`src/rtl/ext_wait_pkg.sv`:
```
package ext_wait_pkg;
  typedef enum logic [1:0] {
    ST_IDLE   = 2'd0,
    ST_STROBE = 2'd1,
    ST_HOLD   = 2'd2,
    ST_GAP    = 2'd3
  } seqState_t;

  localparam logic [1:0] MODE_FIXED = 2'b00;
  localparam logic [1:0] MODE_ACK   = 2'b01;

  typedef struct packed {
    logic loadReq;    // latch the accepted request
    logic capture;    // sample read data this edge
    logic addrValid;  // strobe or hold phase
  } dpCtl_t;
endpackage

```
`src/rtl/ext_wait_ctrl.sv`:
```
module ext_wait_ctrl
  import ext_wait_pkg::*;
#(
  parameter int BANKS  = 4,
  parameter int WAIT_W = 3,
  localparam int BANK_BITS = $clog2(BANKS)
) (
  input  logic                    clk,
  input  logic                    rstN,
  input  logic                    reqValid,
  input  logic                    reqWrite,
  input  logic [BANK_BITS-1:0]    reqBank,
  input  logic [BANKS*WAIT_W-1:0] waitCount,
  input  logic [BANKS*2-1:0]      waitMode,
  input  logic                    holdEn,
  input  logic                    idleEn,
  input  logic                    memAck,
  output logic                    reqReady,
  output logic                    doneValid,
  output logic                    memRdStb,
  output logic                    memWrStb,
  output dpCtl_t                  strb
);
  seqState_t state, stateNext;
  logic [WAIT_W-1:0] cnt, waitQ;
  logic [1:0]        modeQ;
  logic              writeQ;
  logic              waitsDone, endStrobe, accept, afterStrobeGap;

  assign accept    = (state == ST_IDLE) && reqValid;
  assign waitsDone = (cnt >= waitQ);

  always_comb begin
    case (modeQ)
      MODE_FIXED: endStrobe = waitsDone;
      MODE_ACK:   endStrobe = memAck;
      default:    endStrobe = waitsDone && memAck;
    endcase
  end

  assign afterStrobeGap = idleEn && !writeQ;

  always_comb begin
    stateNext = state;
    case (state)
      ST_IDLE:   if (accept) stateNext = ST_STROBE;
      ST_STROBE: if (endStrobe)
                   stateNext = holdEn ? ST_HOLD : (afterStrobeGap ? ST_GAP : ST_IDLE);
      ST_HOLD:   stateNext = afterStrobeGap ? ST_GAP : ST_IDLE;
      default:   stateNext = ST_IDLE;
    endcase
  end

  always_ff @(posedge clk) begin
    if (!rstN) begin
      state     <= ST_IDLE;
      cnt       <= '0;
      waitQ     <= '0;
      modeQ     <= MODE_FIXED;
      writeQ    <= 1'b0;
      doneValid <= 1'b0;
    end else begin
      state     <= stateNext;
      doneValid <= (state == ST_STROBE) && endStrobe;
      if (accept) begin
        cnt    <= '0;
        waitQ  <= waitCount[reqBank*WAIT_W +: WAIT_W];
        modeQ  <= waitMode[reqBank*2 +: 2];
        writeQ <= reqWrite;
      end else if (state == ST_STROBE && cnt != '1) begin
        cnt <= cnt + 1'b1;
      end
    end
  end

  assign reqReady       = (state == ST_IDLE);
  assign memRdStb       = (state == ST_STROBE) && !writeQ;
  assign memWrStb       = (state == ST_STROBE) && writeQ;
  assign strb.loadReq   = accept;
  assign strb.capture   = (state == ST_STROBE) && endStrobe && !writeQ;
  assign strb.addrValid = (state == ST_STROBE) || (state == ST_HOLD);

  assert_excl_strobes_R7: assert property (@(posedge clk) disable iff (!rstN)
    !(memRdStb && memWrStb));
  assert_busy_no_ready_R2: assert property (@(posedge clk) disable iff (!rstN)
    (memRdStb || memWrStb) |-> !reqReady);
  assert_done_follows_strobe_R6: assert property (@(posedge clk) disable iff (!rstN)
    doneValid |-> $past(memRdStb || memWrStb));
  assert_done_pulse_R6: assert property (@(posedge clk) disable iff (!rstN)
    doneValid |=> !doneValid);
endmodule

```
`src/rtl/ext_wait_dp.sv`:
```
module ext_wait_dp
  import ext_wait_pkg::*;
#(
  parameter int ADDR_W = 24,
  parameter int DATA_W = 32,
  parameter int BANKS  = 4,
  localparam int BANK_BITS = $clog2(BANKS)
) (
  input  logic              clk,
  input  logic              rstN,
  input  dpCtl_t            strb,
  input  logic              reqWrite,
  input  logic [ADDR_W-1:0] reqAddr,
  input  logic [DATA_W-1:0] reqWrData,
  input  logic [DATA_W-1:0] memDataIn,
  output logic [BANKS-1:0]  memSel,
  output logic [ADDR_W-1:0] memAddr,
  output logic [DATA_W-1:0] memDataOut,
  output logic              memDataOe,
  output logic [DATA_W-1:0] rdData
);
  logic [ADDR_W-1:0]    addrQ;
  logic [DATA_W-1:0]    dataQ;
  logic                 writeQ;
  logic [BANK_BITS-1:0] bankQ;

  assign bankQ = addrQ[ADDR_W-1 -: BANK_BITS];

  always_ff @(posedge clk) begin
    if (!rstN) begin
      addrQ  <= '0;
      dataQ  <= '0;
      writeQ <= 1'b0;
      rdData <= '0;
    end else begin
      if (strb.loadReq) begin
        addrQ  <= reqAddr;
        dataQ  <= reqWrData;
        writeQ <= reqWrite;
      end
      if (strb.capture) rdData <= memDataIn;
    end
  end

  for (genvar g = 0; g < BANKS; g++) begin : gSel
    assign memSel[g] = strb.addrValid && (bankQ == BANK_BITS'(g));
  end

  assign memAddr    = addrQ;
  assign memDataOut = dataQ;
  assign memDataOe  = strb.addrValid && writeQ;

  assert_sel_onehot_R1: assert property (@(posedge clk) disable iff (!rstN)
    $onehot0(memSel));
  assert_addr_stable_R10: assert property (@(posedge clk) disable iff (!rstN)
    (strb.addrValid && $past(strb.addrValid)) |-> $stable(memAddr));
endmodule

```
`src/rtl/ext_wait_seq.sv`:
```
module ext_wait_seq
  import ext_wait_pkg::*;
#(
  parameter int ADDR_W = 24,
  parameter int DATA_W = 32,
  parameter int BANKS  = 4,
  parameter int WAIT_W = 3,
  localparam int BANK_BITS = $clog2(BANKS)
) (
  input  logic                    clk,
  input  logic                    rstN,
  input  logic                    reqValid,
  input  logic                    reqWrite,
  input  logic [ADDR_W-1:0]       reqAddr,
  input  logic [DATA_W-1:0]       reqWrData,
  output logic                    reqReady,
  output logic                    doneValid,
  output logic [DATA_W-1:0]       rdData,
  input  logic [BANKS*WAIT_W-1:0] waitCount,
  input  logic [BANKS*2-1:0]      waitMode,
  input  logic                    holdEn,
  input  logic                    idleEn,
  input  logic                    memAck,
  output logic [BANKS-1:0]        memSel,
  output logic [ADDR_W-1:0]       memAddr,
  output logic [DATA_W-1:0]       memDataOut,
  output logic                    memDataOe,
  input  logic [DATA_W-1:0]       memDataIn,
  output logic                    memRdStb,
  output logic                    memWrStb
);
  dpCtl_t strb;

  ext_wait_ctrl #(.BANKS(BANKS), .WAIT_W(WAIT_W)) uCtrl (
    .clk(clk), .rstN(rstN), .reqValid(reqValid), .reqWrite(reqWrite),
    .reqBank(reqAddr[ADDR_W-1 -: BANK_BITS]), .waitCount(waitCount),
    .waitMode(waitMode), .holdEn(holdEn), .idleEn(idleEn), .memAck(memAck),
    .reqReady(reqReady), .doneValid(doneValid), .memRdStb(memRdStb),
    .memWrStb(memWrStb), .strb(strb)
  );

  ext_wait_dp #(.ADDR_W(ADDR_W), .DATA_W(DATA_W), .BANKS(BANKS)) uDp (
    .clk(clk), .rstN(rstN), .strb(strb), .reqWrite(reqWrite),
    .reqAddr(reqAddr), .reqWrData(reqWrData), .memDataIn(memDataIn),
    .memSel(memSel), .memAddr(memAddr), .memDataOut(memDataOut),
    .memDataOe(memDataOe), .rdData(rdData)
  );
endmodule

```
`config.mk`:
```
export PLATFORM = sky130hd
export DESIGN_NAME = ext_wait_seq
export DESIGN_NICKNAME = d
export VERILOG_FILES = /design/src/rtl/ext_wait_pkg.sv /design/src/rtl/ext_wait_ctrl.sv /design/src/rtl/ext_wait_dp.sv /design/src/rtl/ext_wait_seq.sv
export SDC_FILE = /design/constraint.sdc
export NUM_CORES = 1
export LEC_CHECK = 0
export BUFFER_PORTS_ARGS = -buffer_cell sky130_fd_sc_hd__clkbuf_2
export CAP_MARGIN = 30
export CORE_MARGIN = 5
export CORE_UTILIZATION = 46
export DETAILED_ROUTE_END_ITERATION = 8
export GPL_TIMING_DRIVEN = 0
export PLACE_DENSITY = 0.8
export SKIP_LAST_GASP = 1
export SLEW_MARGIN = 20
export SYNTH_ARGS = -nofsm -noshare
export SYNTH_HDL_FRONTEND = slang
export SYNTH_HIERARCHICAL = 1
export SYNTH_SLANG_ARGS = --single-unit
export TNS_END_PERCENT = 20
```
`constraint.sdc`:
```
create_clock -name clk -period 2.39 [get_ports clk]
set_input_delay 0.1195 -clock clk [delete_from_list [all_inputs] [get_ports clk]]
set_output_delay 0.1195 -clock clk [all_outputs]
set_load 0.05 [all_outputs]
```
-- Word level (Yosys, flattened, before mapping)
Cells that the tools add are included.
- register bits: 100
- input bits: 115
- output and inout bits: 97
- add/subtract/negate cells: 1
- $mul: 1
- $lt $le $gt $ge: 1
- equality and inequality tests: 9
- shifts and indexed selects: 2
- multiplexer cells: 6
- bitwise logic cells: 1
- reductions and logical operators: 20
- operators with widths (operator ; number):
    1-bit logical AND ; 13
    12-bit by 5-bit indexed part select with 3-bit output ; 1
    2-bit two-way mux ; 4
    8-bit by 4-bit indexed part select with 2-bit output ; 1
    2-bit by 1-bit == test with 1-bit output (second input constant) ; 3
    2-bit == test (second input constant) ; 3
    2-bit zero test ; 3
    2-bit case mux with 3 select lines ; 1
    2-bit by 2-bit multiplier with 4-bit output (second input constant) ; 1
    2-bit by 1-bit != test with 1-bit output (second input constant) ; 2
    3-bit by 1-bit adder with 3-bit output (second input constant) ; 1
    3-bit greater-or-equal comparator ; 1
    3-bit != test (second input constant) ; 1
    1-bit case mux with 2 select lines ; 1
    2-bit AND reduction ; 1
    2-bit OR reduction ; 1
    1-bit zero test ; 1
    1-bit logical OR ; 1
    1-bit inverter ; 1

-- Logic depth before layout (Yosys ltp)
- depth after elaboration: 6
- depth in mapped cells: 10

-- Modules after synthesis
The synthesis kept the hierarchy.
- by module, submodules not included (module ; times used ; cells an instance ; area an instance (sq um) ; seq. area each (sq um)):
    ext_wait_dp ; 1 ; 293 ; 3432.0 ; 1781.7
    ext_wait_ctrl ; 1 ; 89 ; 817.0 ; 240.2

-- Worst setup path before layout
No wires, ideal clock.
- path type: flip-flop to flip-flop
- from: register uCtrl.state[1]
- to: register uDp.rdData[0]
- arrival time: 2211 ps
- required time: 2273 ps
- setup slack: 62 ps
- stages on the path, launching flop included: 9
- path buffers: 2
- clock period less this slack: 2328 ps
- path through: dfxtp_1 -> inv_1 -> ha_1 -> nor2b_1 -> and2_1 -> buf_2 -> buf_4 -> mux2i_1 -> nor2b_1
- RTL lines (what ; RTL line ; text):
    from (decl) ; ext_wait_ctrl.sv:24 ; seqState_t state, stateNext;
    from (signal assigned) ; ext_wait_ctrl.sv:63 ; state <= stateNext;
    to (signal assigned) ; ext_wait_dp.sv:41 ; if (strb.capture) rdData <= memDataIn;
    to (decl) ; ext_wait_dp.sv:20 ; output logic [DATA_W-1:0] rdData

-- Worst setup path after layout
- from: register uCtrl.state[0]
- to: register uDp.addrQ[21], in the netlist uDp/memAddr[21]
- word-level cells in the longest chain between the ends: 2
- RTL lines (what ; RTL line ; text):
    2-bit zero test ; ext_wait_ctrl.sv:30 ; assign accept = (state == ST_IDLE) && reqValid;
    1-bit logical AND ; ext_wait_ctrl.sv:30 ;
    via uCtrl.accept ; ext_wait_ctrl.sv:28 ; logic waitsDone, endStrobe, accept, afterStrobeGap;
    to (signal assigned) ; ext_wait_dp.sv:37 ; addrQ <= reqAddr;
    to (decl) ; ext_wait_dp.sv:22 ; logic [ADDR_W-1:0] addrQ;
The timed path passes the listed nets, and every way through them passes these cells.
A chain may end at the register's enable or synchronous reset.

==> flow_summary.ini <==
[run_status]
outcome = completed

[route]
route.detailed.drc = 0
route.antenna.remaining_nets = 0
drt-pass1-iter-count = 4
wl_mm = 10.6
detailedRoute.firstIterationViolations = 89
wl_per_cell_um = 14.7
via_count = 3403
route.detailed.vias_per_inst = 4.73

[die]
design.die.area_mm2 = 0.0113
floorplan.die.height_um = 106
die_boundary_width_um = 106
top_level_ports = 212
coreArea_mm2 = 0.00911
num_rows = 35
floorplan.initialDensity_pct = 46.6

[logic_synthesis]
synth_largest_area_cell = dfxtp_1
yosys.area.top_type_share_pct = 47.6
synth_area_leaders = dfxtp_1 (48%), mux2i_1 (22%), nor2b_1 (13%)
ys_ff_latch = 101
synthesis.nets = 506
post_synth.cell_area_avg_um2 = 11.1
synth_cells = 382
synth.lib_cells_used.distinct = 29
ys.warnings.count = 6
syn-cell-area_mm2 = 0.00425
synth_seq_area_share_pct = 47.6

[job]
max_cap_viol_count = 0

[clock_network]
post-cts-setup-buffer-count = 0
cts_tree = done
cts-root-to-sink-buffers = 2
cts_htree_levels = 3
clock_latency_ps = 350
clockRootBuffer = clkbuf_8
clk_pin_slew_ps = 100
cts_made_buffers = 9
cts.repair.resized = 0
cts.sink_count = 101
ctsHoldBuffers = 0

[timing]
tightest_slew_ps = 373
clock-skew-final_ps = 19.2
slew-limit-headroom_pct = 75.1
min_period_ps = 2070
share_of_the_clock_period_used_by_the_worst_path_pct = 86.5
setup_violations = 0
hold_violations = 0
maxClockFrequency_mhz = 484
totalNegativeSetupSlack_ps = 0
slew_violations = 0
rsz0062_at_grt = false

[power]
cellPowerDensity_mw_per_mm2 = 1150
power.ir.vdd_worst_uv = 549
p_leak_nw = 2.69
power.total_mw = 6.51

[final_layout]
finalNetCount = 728
final_common_cell = clkbuf_2
drive_above_1_share_pct = 40.6
fin_cells = 719
antenna_cells_inserted = 0
layout-area-overhead-vs-synth_pct = 33.7
layout.cells.most_common_list = clkbuf_2 (211), dfxtp_1 (101), mux2i_1 (93)

[global_route]
grt_pass1_vias = 3510
track_usage_pct = 18.6
grt_pass1_wl_mm = 17.0
grt_overflow = 0
antenna_found_initial = 0
largest_net_degree_at_the_start_of_global_routing = 17

[worst_hold_path]
hp-class = input pin to flip-flop

[setup_path]
path_buf_inv = 6
startpoint_type = flip-flop
path_max_fanout = 10
cp_cell_sequence = inv_1, ha_1, nand2_1, inv_2, buf_4, buf_4, buf_12, buf_12, mux2i_1, nor2b_1
cpMaxStageDelayCell = dfxtp_1
critical_path_arrival_ps = 2300
crit_family = buffers and inverters
worst_ep_required_time_ps = 2620
criticalPathCategory = flip-flop to flip-flop
critPathCaptureType = flip-flop
cp_slowest_stage_delay_ps = 390

[placement]
numPortBuffers = 211
dpl.hpwl_mm = 8.59
place_congestion = 0.787
place_inst = 704
[final cells by class]
class | instances | area [um^2]
Clock inverter | 5 | 109
Clock buffer | 10 | 128
Sequential cell | 101 | 2020
Inverter | 10 | 37.5
Buffer | 23 | 183
Tap cell | 111 | 139
Multi-Input combinational cell | 248 | 2010
Fill cell | 768 | 3430
Timing Repair Buffer | 211 | 1060
[cells in the mapped netlist]
cell / instances
inv_1: 8
buf_12: 4
a31o_1: 1
o21ai_0: 2
a22o_1: 1
nand2_1: 19
mux4_2: 5
dfxtp_1: 101
o211ai_1: 1
nor2_1: 5
a21boi_1: 6
clkbuf_1: 8
buf_2: 4
nor2b_1: 91
and2_1: 3
mux2i_1: 93
inv_2: 1
and3_1: 2
buf_4: 7
a21oi_1: 2
o21ba_1: 1
xnor2_1: 1
and3b_1: 1
ha_1: 9
clkinv_1: 1
nor3b_1: 1
a221oi_2: 1
and2b_1: 1
nand2b_1: 2
[cells by family after synthesis]
group / Yosys count / synth area share (%)
buffers and inverters: 33 / 5.18
multiplexers: 98 / 24.6
flip-flops: 101 / 47.6
adder cells (fa/ha/maj): 9 / 2.65
AO/OA/AOI/OAI: 15 / 2.71
XOR/XNOR: 1 / 0.206
AND/OR/NAND/NOR: 125 / 17.1
[worst paths after layout]
check,start,to,slack (ps),cells after the start
worst max-delay path,uCtrl/state[0]$_SDFFE_PN0P_,uDp/memAddr[21]$_SDFFE_PN0P_,320,10
worst min-delay path,reqAddr[4],uDp/memAddr[4]$_SDFFE_PN0P_,20,3
worst max register to register,uCtrl/state[0]$_SDFFE_PN0P_,uDp/memAddr[21]$_SDFFE_PN0P_,320,10
worst min register to register,uCtrl/waitQ[2]$_SDFFE_PN0P_,uCtrl/waitQ[2]$_SDFFE_PN0P_,470,2
[per-stage QoR]
step	util (%)	hold slack, ps	area (um^2)	worst slack, ps
detailed placement	59.8	383	5440	320
global route	62.4	8.44	5680	154
CTS	62.4	3.49	5680	324
global placement	59.8	376	5440	425
finish	62.4	23.8	5680	323
floorplan	-	254	4250	61.9
[metal layers]
metal  wire, um  GRT usage (%)
met1       4310           21.1
met5          0              0
met2       5220           32.3
met4        121           4.63
met3        938           7.59
[sequential cells by signal (all words and copies together) (netlist names)]
register / count
uDp/rdData: 32
uCtrl/doneValid: 1
uCtrl/cnt: 3
uCtrl/writeQ: 1
uCtrl/modeQ: 2
uDp/writeQ: 1
uCtrl/waitQ: 3
uCtrl/state: 2
uDp/memAddr: 24
uDp/memDataOut: 32
[worst register-to-register path, stage by stage (launching register included)]
cell and delay, ps:
dfxtp_1 390, inv_1 80, ha_1 250, nand2_1 240, inv_2 130, buf_4 150
buf_4 140, buf_12 150, buf_12 150, mux2i_1 190, nor2b_1 90
[power breakdown]
group          internal [mW]  switching (mW)  total (mW)
combinational           1.01            2.02        3.03
sequential              2.02           0.195        2.21
clock                  0.698           0.569        1.27
Note: power is estimated with default switching activity, not from simulation.
